$ cat config.mk
export PLATFORM = sky130hd
export DESIGN_NAME = bus_seq
export DESIGN_NICKNAME = d
export VERILOG_FILES = /design/src/rtl/bus_seq_pkg.sv /design/src/rtl/bus_seq_timer.sv /design/src/rtl/bus_seq_fsm.sv /design/src/rtl/bus_seq_datapath.sv /design/src/rtl/bus_seq.sv
export SDC_FILE = /design/constraint.sdc
export NUM_CORES = 1
export LEC_CHECK = 0
export BUFFER_PORTS_ARGS = -buffer_cell sky130_fd_sc_hd__clkbuf_2
export CORE_ASPECT_RATIO = 1.1
export CORE_UTILIZATION = 50
export CTS_CLUSTER_SIZE = 20
export DETAILED_ROUTE_END_ITERATION = 7
export PLACE_DENSITY_LB_ADDON = 0.15
export SLEW_MARGIN = 25
export SYNTH_ARGS = -nofsm -noshare
export SYNTH_HDL_FRONTEND = slang
export SYNTH_HIERARCHICAL = 1
export SYNTH_SLANG_ARGS = --single-unit
$ cat constraint.sdc
create_clock -name clk -period 2.8 [get_ports clk]
set_clock_uncertainty 0.2 [all_clocks]
set_input_delay 0.14 -clock clk [delete_from_list [all_inputs] [get_ports clk]]
set_output_delay 0.14 -clock clk [all_outputs]
set_load 0.01 [all_outputs]
$ cat src/rtl/bus_seq_pkg.sv
package bus_seq_pkg;

  typedef enum logic [2:0] {
    ST_IDLE,
    ST_ADDR,
    ST_HOLD,
    ST_STRB,
    ST_RECOV
  } seq_state_e;

  // recovery gaps in fast clocks after the strobe rises
  localparam int RECOV_FETCH = 1;
  localparam int RECOV_DATA  = 3;
  localparam int RECOV_WRITE = 1;

  // base strobe low width in fast clocks (1.5 system cycles)
  localparam int STRB_BASE = 3;

endpackage

$ cat src/rtl/bus_seq_timer.sv
module bus_seq_timer #(
  parameter int CNT_W = 5
) (
  input  logic             clk,
  input  logic             rst,
  input  logic             load,
  input  logic [CNT_W-1:0] load_val,
  output logic             expired
);

  logic [CNT_W-1:0] cnt;

  always_ff @(posedge clk) begin
    if (rst) begin
      cnt <= '0;
    end else if (load) begin
      cnt <= load_val;
    end else if (cnt != '0) begin
      cnt <= cnt - 1'b1;
    end
  end

  assign expired = (cnt == '0);

endmodule

$ cat src/rtl/bus_seq_fsm.sv
module bus_seq_fsm
  import bus_seq_pkg::*;
#(
  parameter int WAIT_W  = 3,
  parameter int PHASE_W = 5
) (
  input  logic              clk,
  input  logic              rst,
  input  logic              req_valid,
  input  logic              req_write,
  input  logic              req_fetch,
  input  logic              req_addr_wait,
  input  logic [WAIT_W-1:0] req_wait_n,
  output logic              ready,
  output logic              as_o,
  output logic              rd_n,
  output logic              wr_n,
  output logic              done,
  output logic              op_write,
  output logic              ev_accept,
  output logic              ev_strb_start,
  output logic              ev_strb_end,
  output logic              ev_finish
);

  seq_state_e        state, nxt;
  logic              wr_q, fetch_q;
  logic [WAIT_W-1:0] wait_q;
  logic              t_load, t_exp;
  logic [PHASE_W-1:0] t_val;

  bus_seq_timer #(.CNT_W(PHASE_W)) u_timer (
    .clk     (clk),
    .rst     (rst),
    .load    (t_load),
    .load_val(t_val),
    .expired (t_exp)
  );

  always_comb begin
    nxt           = state;
    t_load        = 1'b0;
    t_val         = '0;
    ev_accept     = 1'b0;
    ev_strb_start = 1'b0;
    ev_strb_end   = 1'b0;
    ev_finish     = 1'b0;
    case (state)
      ST_IDLE: begin
        if (req_valid) begin
          nxt       = ST_ADDR;
          t_load    = 1'b1;
          t_val     = req_addr_wait ? PHASE_W'(2) : '0;
          ev_accept = 1'b1;
        end
      end
      ST_ADDR: begin
        if (t_exp) begin
          nxt    = ST_HOLD;
          t_load = 1'b1;
        end
      end
      ST_HOLD: begin
        if (t_exp) begin
          nxt           = ST_STRB;
          t_load        = 1'b1;
          t_val         = PHASE_W'(STRB_BASE - 1) + (PHASE_W'(wait_q) << 1);
          ev_strb_start = 1'b1;
        end
      end
      ST_STRB: begin
        if (t_exp) begin
          nxt         = ST_RECOV;
          t_load      = 1'b1;
          if (wr_q)         t_val = PHASE_W'(RECOV_WRITE - 1);
          else if (fetch_q) t_val = PHASE_W'(RECOV_FETCH - 1);
          else              t_val = PHASE_W'(RECOV_DATA - 1);
          ev_strb_end = 1'b1;
        end
      end
      ST_RECOV: begin
        if (t_exp) begin
          nxt       = ST_IDLE;
          ev_finish = 1'b1;
        end
      end
      default: nxt = ST_IDLE;
    endcase
  end

  always_ff @(posedge clk) begin
    if (rst) begin
      state   <= ST_IDLE;
      wr_q    <= 1'b0;
      fetch_q <= 1'b0;
      wait_q  <= '0;
      as_o    <= 1'b0;
      rd_n    <= 1'b1;
      wr_n    <= 1'b1;
      done    <= 1'b0;
    end else begin
      state <= nxt;
      if (ev_accept) begin
        wr_q    <= req_write;
        fetch_q <= req_fetch & ~req_write;
        wait_q  <= req_wait_n;
      end
      as_o <= (nxt == ST_ADDR);
      rd_n <= ~((nxt == ST_STRB) && !wr_q);
      wr_n <= ~((nxt == ST_STRB) && wr_q);
      done <= ev_finish;
    end
  end

  assign ready    = (state == ST_IDLE);
  assign op_write = wr_q;

endmodule

$ cat src/rtl/bus_seq_datapath.sv
module bus_seq_datapath #(
  parameter int BUS_W = 16
) (
  input  logic             clk,
  input  logic             rst,
  input  logic             ev_accept,
  input  logic             ev_strb_start,
  input  logic             ev_strb_end,
  input  logic             ev_finish,
  input  logic             op_write,
  input  logic [BUS_W-1:0] req_addr,
  input  logic [BUS_W-1:0] req_wdata,
  input  logic [BUS_W-1:0] bus_in,
  output logic [BUS_W-1:0] bus_out,
  output logic             bus_oe,
  output logic [BUS_W-1:0] rdata
);

  logic [BUS_W-1:0] wdata_q;

  always_ff @(posedge clk) begin
    if (rst) begin
      bus_out <= '0;
      bus_oe  <= 1'b0;
      rdata   <= '0;
      wdata_q <= '0;
    end else begin
      if (ev_accept) begin
        bus_out <= req_addr;
        bus_oe  <= 1'b1;
        wdata_q <= req_wdata;
      end
      if (ev_strb_start) begin
        if (op_write) bus_out <= wdata_q;
        else          bus_oe  <= 1'b0;
      end
      if (ev_strb_end && !op_write) begin
        rdata <= bus_in;
      end
      if (ev_finish) begin
        bus_oe <= 1'b0;
      end
    end
  end

endmodule

$ cat src/rtl/bus_seq.sv
module bus_seq
  import bus_seq_pkg::*;
#(
  parameter int BUS_W  = 16,
  parameter int WAIT_W = 3
) (
  input  logic              clk,
  input  logic              rst,
  input  logic              req_valid,
  input  logic              req_write,
  input  logic              req_fetch,
  input  logic              req_addr_wait,
  input  logic [WAIT_W-1:0] req_wait_n,
  input  logic [BUS_W-1:0]  req_addr,
  input  logic [BUS_W-1:0]  req_wdata,
  input  logic [BUS_W-1:0]  bus_in,
  output logic              ready,
  output logic [BUS_W-1:0]  rdata,
  output logic              done,
  output logic              as_o,
  output logic              rd_n,
  output logic              wr_n,
  output logic [BUS_W-1:0]  bus_out,
  output logic              bus_oe
);

  localparam int MAX_PHASE = STRB_BASE + 2 * ((1 << WAIT_W) - 1);
  localparam int PHASE_W   = $clog2(MAX_PHASE + 1);

  logic op_write, ev_accept, ev_strb_start, ev_strb_end, ev_finish;

  bus_seq_fsm #(.WAIT_W(WAIT_W), .PHASE_W(PHASE_W)) u_fsm (
    .clk          (clk),
    .rst          (rst),
    .req_valid    (req_valid),
    .req_write    (req_write),
    .req_fetch    (req_fetch),
    .req_addr_wait(req_addr_wait),
    .req_wait_n   (req_wait_n),
    .ready        (ready),
    .as_o         (as_o),
    .rd_n         (rd_n),
    .wr_n         (wr_n),
    .done         (done),
    .op_write     (op_write),
    .ev_accept    (ev_accept),
    .ev_strb_start(ev_strb_start),
    .ev_strb_end  (ev_strb_end),
    .ev_finish    (ev_finish)
  );

  bus_seq_datapath #(.BUS_W(BUS_W)) u_dp (
    .clk          (clk),
    .rst          (rst),
    .ev_accept    (ev_accept),
    .ev_strb_start(ev_strb_start),
    .ev_strb_end  (ev_strb_end),
    .ev_finish    (ev_finish),
    .op_write     (op_write),
    .req_addr     (req_addr),
    .req_wdata    (req_wdata),
    .bus_in       (bus_in),
    .bus_out      (bus_out),
    .bus_oe       (bus_oe),
    .rdata        (rdata)
  );

endmodule

## Word level (Yosys, flattened, before mapping)

Index checks and enable logic that the tools add are counted.

- $add $sub $neg: 2
- Bitwise gates (word level): 4
- Reductions and logical operators: 10
- Mux-type cells: 28
- Equal/unequal tests: 6

Operators by type and width:

| operator | count |
|---|---|
| 16-bit two-way mux | 3 |
| 5-bit two-way mux | 6 |
| 3-bit two-way mux | 5 |
| 3-bit one-hot mux with 5 select lines | 1 |
| 5-bit one-hot mux with 3 select lines | 1 |
| 3-bit by 2-bit equality test with 1-bit output, second input constant | 3 |
| 1-bit two-way mux | 9 |
| 3-bit by 1-bit equality test with 1-bit output, second input constant | 2 |
| 2-bit by 4-bit adder with 5-bit output, first input constant | 1 |
| 5-bit logical NOT | 1 |
| 5-bit nonzero test | 1 |
| 5-bit by 1-bit subtractor with 5-bit output, second input constant | 1 |
| 2-bit two-way mux | 2 |
| 3-bit equality test, second input constant | 1 |
| 1-bit logical AND | 3 |
| 3-bit logical NOT | 1 |
| 1-bit inverter | 3 |
| 3-bit OR reduction | 1 |
| 1-bit one-hot mux with 2 select lines | 1 |
| 2-bit nonzero test | 1 |
| 2-bit OR reduction | 1 |
| 1-bit AND | 1 |
| 1-bit logical NOT | 1 |

- Register bits after elaboration: 66
- Bits of input ports: 57
- Logic and storage cells: 63
- Output and inout port bits: 38

## Longest topological paths before layout

- Word-level depth: 6
- Mapped depth: 10
- Depth with buffers taken out: 8

## Cells and area by module

The synthesis kept the hierarchy.

Modules (own cells, without submodules):

| module | cells each | times used | seq. area each (µm²) | area an instance (µm²) |
|---|---|---|---|---|
| bus_seq_datapath | 199 | 1 | 980.9 | 1904.3 |
| bus_seq_fsm | 64 | 1 | 240.2 | 580.6 |
| bus_seq_timer | 32 | 1 | 100.1 | 287.8 |

## Least setup slack after synthesis

OpenSTA, ideal clock, no wires.

- Path type: reg2reg
- Start: reg u_fsm.u_timer.cnt[0]
- End: reg u_fsm.u_timer.cnt[1]
- Library setup time: 0.122 ns
- Data arrival time: 2.172 ns
- Data required time: 2.478 ns
- Buffers on the path: 0
- Clock period less this slack: 2.494 ns
- Path slack: 0.306 ns
- Stages on the path, launching flop included: 9
- Cell sequence: dfxtp_1 inv_1 ha_1 nor4b_4 o21ai_0 a21oi_1 inv_1 and4_2 a311o_1

- Word-level cells in the longest chain between the ends: 4
- Elaborated cells on any way between the ends: 11
- Those cells by class: add/sub (1); mux (7); reduce/logical (3)

RTL lines:

| item | line | RTL |
|---|---|---|
| start, declared | bus_seq_timer.sv:11 | `logic [CNT_W-1:0] cnt;` |
| start signal, assigned | bus_seq_timer.sv:17 | `cnt <= load_val;` |
| start signal, assigned | bus_seq_timer.sv:19 | `cnt <= cnt - 1'b1;` |
| 5-bit logical NOT * | bus_seq_timer.sv:23 | `assign expired = (cnt == '0);` |
| via u_fsm.t_exp | bus_seq_fsm.sv:29 | `logic t_load, t_exp;` |
| 1-bit two-way mux * | bus_seq_fsm.sv:58, bus_seq_fsm.sv:64, bus_seq_fsm.sv:72 |  |
| 1-bit one-hot mux with 2 select lines * | bus_seq_fsm.sv:48 | `case (state)` |
| via u_fsm.t_load | bus_seq_fsm.sv:29 |  |
| 5-bit two-way mux / 2-bit nonzero test (equally long branches) | n/a |  |

Mark *: on every way through the listed nets, which the timed path passes. The rest lies on a longest branch. The select of a mux whose other input is x is not followed.
A chain may end at the register's enable or synchronous reset.

## Final worst setup path

Same ends and word-level chain as after synthesis.

==> impl_metrics.yaml <==
worst_setup_path:
  path_max_fanout: 8
  crit_family: "compound AO/OA/AOI/OAI gates"
  setup.worst_path.end: "u_fsm/u_timer/cnt[1]$_SDFFE_PP0P_"
  crit_path_end_kind: "register"
  critPathLaunch: "u_fsm/u_timer/cnt[0]$_SDFFE_PP0P_"
  critPathMaxStageDelay_ns: 0.40
  timing.rr.start: "u_fsm/u_timer/cnt[0]$_SDFFE_PP0P_"
  crit_buf_inv: 2
  start_kind: "register"
  crit_chain: "inv_1, ha_1, nor4b_4, o21ai_0, a21oi_1, inv_1, and4_2, a311o_1"
  cp_slowest_cell: "nor4b_4"
  r2r_slack_ns: 0.46
  r2r_cells: 8
  path_depth: 8
  rr_endpoint: "u_fsm/u_timer/cnt[1]$_SDFFE_PP0P_"
  crit_top_cell: "inv_1"
  path_class: "reg2reg"
  cp.required_ns: 2.82
  cp.arrival_ns: 2.36
floorplanning:
  start_util_pct: 51.73
  core_area_sq_um: 5360
  pin_count: 95
  rows: 28
  dieWidth_um: 73
  dieArea_sq_um: 5847
  fp.dieH_um: 80.10
clocking:
  cts_tree: "built"
  cts_sinks: 66
  postCtsSetupBuffers: 0
  ctsResizeCount: 0
  htree_levels: 3
  cts_made_buffers: 9
  path_clk_slew_ns: 0.07
  cts_root_buf: "clkbuf_8"
  insertion_delay_ns: 0.33
  clockBufferDepth: 2
place:
  hpwl_mm: 3.886
  dp_slack_ns: 0.5226
  gp_congestion: 0.8167
  io_buffers: 94
final_layout:
  fin_nets: 500
  final_common_cell: "clkbuf_2"
  layout_common_cells: "94 x clkbuf_2, 66 x dfxtp_1, 54 x dlygate4sd3_1"
  postLayoutCoreUtil_pct: 75.16
  area_growth_pct: 45.31
  drive_above_1_share_pct: 27.35
  fillers: 389
  n_antenna_cell: 0
pwr:
  p_leak_nw: 1.817
  finalPower_mw: 3.113
  p_per_area_nw_per_um2: 772.8
  peakVddDrop_uv: 466.7
sta:
  min_period_over_period_pct: 83.49
  tightest_slew_ns: 0.5721
  rsz0062_at_grt: "false"
  finalMaxSlewViolations: 0
  max_freq_mhz: 427.8
  max-slew-margin-rel_pct: 61.86
  finalSetupTns_ns: 0
  finalSetupViolCount: 0
  period_needed_ns: 2.338
  setup_ws_ns: 0.4623
  hold_viol_final: 0
  holdWs_ns: 0.01255
drt:
  ant_nets: 0
  dr.pass1.iters: 4
  vias_per_cell: 4.958
  drc: 0
  num_vias: 2583
  wire_per_inst_um: 13.41
  drt_iter0_markers: 134
  wirelength_mm: 6.986
global_route:
  grt_max_degree: 46
  grt.overflow.total: 0
  grt_use_total_pct: 24.18
  antenna_found_initial: 0
  grt_pass1_vias: 2351
  grt_pass1_wl_mm: 10.67
logic_synthesis:
  synth_fp_nets: 354
  ys_ff_latch: 66
  synthFlopType: "dfxtp_1"
  yosys.cell_types.count: 43
  synth_area_leaders: "dfxtp_1 48%, mux2i_1 13%, nor2_1 5.4%"
  ys_seq_area_share_pct: 47.65
  syn_inst: 295
  synth_top_area_cell: "dfxtp_1"
  synth_edf_count: 0
  yosys_warnings: 6
  syn_area_per_cell_sq_um: 9.399
  synth_area_sq_um: 2773
  synth-async-reset-ratio_pct: 0
  synth_top_area_share_pct: 47.65
flow_run:
  max_cap_violations: 0
outcome:
  status: "complete, no violations"
min_path:
  min_path_type: "in2reg"
[worst min path at each step]
stage	start	to	slack, ns	depth (start not counted)
final	req_addr_wait	u_fsm/u_timer/cnt[1]$_SDFFE_PP0P_	0.01	3
after global routing	req_addr_wait	u_fsm/u_timer/cnt[1]$_SDFFE_PP0P_	0.02	3
after CTS	req_addr_wait	u_fsm/u_timer/cnt[1]$_SDFFE_PP0P_	0.004	3
after detailed placement	bus_in[10]	u_dp/rdata[10]$_SDFFE_PP0P_	0.17	3
after global placement	bus_in[1]	u_dp/rdata[1]$_SDFFE_PP0P_	0.16	3
after floorplan	rst	u_fsm/u_timer/cnt[2]$_SDFFE_PP0P_	0.009	1
[worst register-to-register path, cell delays in order, from the launching register on]
cell and delay, ns:
dfxtp_1 0.32, inv_1 0.08, ha_1 0.21, nor4b_4 0.40
o21ai_0 0.16, a21oi_1 0.24, inv_1 0.14, and4_2 0.23
a311o_1 0.26
[power breakdown]
group          internal [mW]  switching [mW]  leakage, nW  total [mW]
Clock                  0.551           0.359        0.117       0.909
Combinational          0.489           0.490         1.16       0.979
Sequential              1.09           0.134        0.540        1.23
[timing repair]
item                       CTS  global route
hold buffers                54             0
hold endpoints to repair    54             0
setup endpoints to repair    0             0
[cells by family (layout without fill, tap and decap cells)]
family / count (synthesis) / after routing / share of synthesized area (%)
multiplexers: 36 / 36 / 13.00
buffers and inverters: 30 / 181 / 6.498
other: 1 / 1 / 0.1352
AND/OR/NAND/NOR: 108 / 108 / 19.13
adder cells (fa/ha/maj): 2 / 2 / 0.9024
XOR/XNOR: 4 / 4 / 1.264
flip-flops: 66 / 66 / 47.65
AO/OA/AOI/OAI: 48 / 48 / 11.42
[area by class of cell]
type	instances	area, sq um	area share, %
Timing Repair Buffer	155	1076	26.71
Clock inverter	4	73.82	1.832
Multi-Input combinational cell	199	1271	31.55
Sequential cell	66	1321	32.80
Inverter	10	37.54	0.9317
Tap cell	75	93.84	2.329
Clock buffer	12	155.1	3.851
[sequential cells by signal, summed over array words and instances, names as in the netlist]
register and cells:
u_fsm/wait_q 3, u_fsm/wr_n 1, u_fsm/done 1, u_fsm/u_timer/cnt 5, u_dp/bus_out 16, u_fsm/fetch_q 1, u_fsm/rd_n 1, u_fsm/op_write 1
u_dp/bus_oe 1, u_dp/rdata 16, u_fsm/state 3, u_dp/wdata_q 16, u_fsm/as_o 1
[cells in the mapped netlist (2+ instances only)]
cell	count
nand4b_1	2
nor2_1	40
mux2i_1	36
nor4_1	2
dfxtp_1	66
nor2b_1	3
nand2_1	39
xor2_1	2
a21oi_1	23
inv_1	10
ha_1	2
xnor2_1	2
buf_2	8
clkbuf_2	2
nand4_1	2
nor3_1	4
clkbuf_1	3
buf_6	2
buf_4	2
a211oi_1	16
buf_12	2
nor4b_4	2
nand2b_1	4
nand3b_1	2
[through the flow]
stage                     std cells  instance area, sq um
after floorplan                 295                  2773
after global placement          451                  3259
after detailed placement        451                  3259
after CTS                       521                  4029
after global routing            521                  4029
final                           521                  4029
[per-layer routing]
metal / vias up / wire, um / global-route usage (%)
li1: 1303 / - / -
met1: 1190 / 2963 / 26.72
met2: 81 / 3618 / 43.61
met3: 9 / 318 / 6.901
met4: 0 / 85 / 8.431
met5: - / 0 / 0
Power figures use the tool's default switching activity.
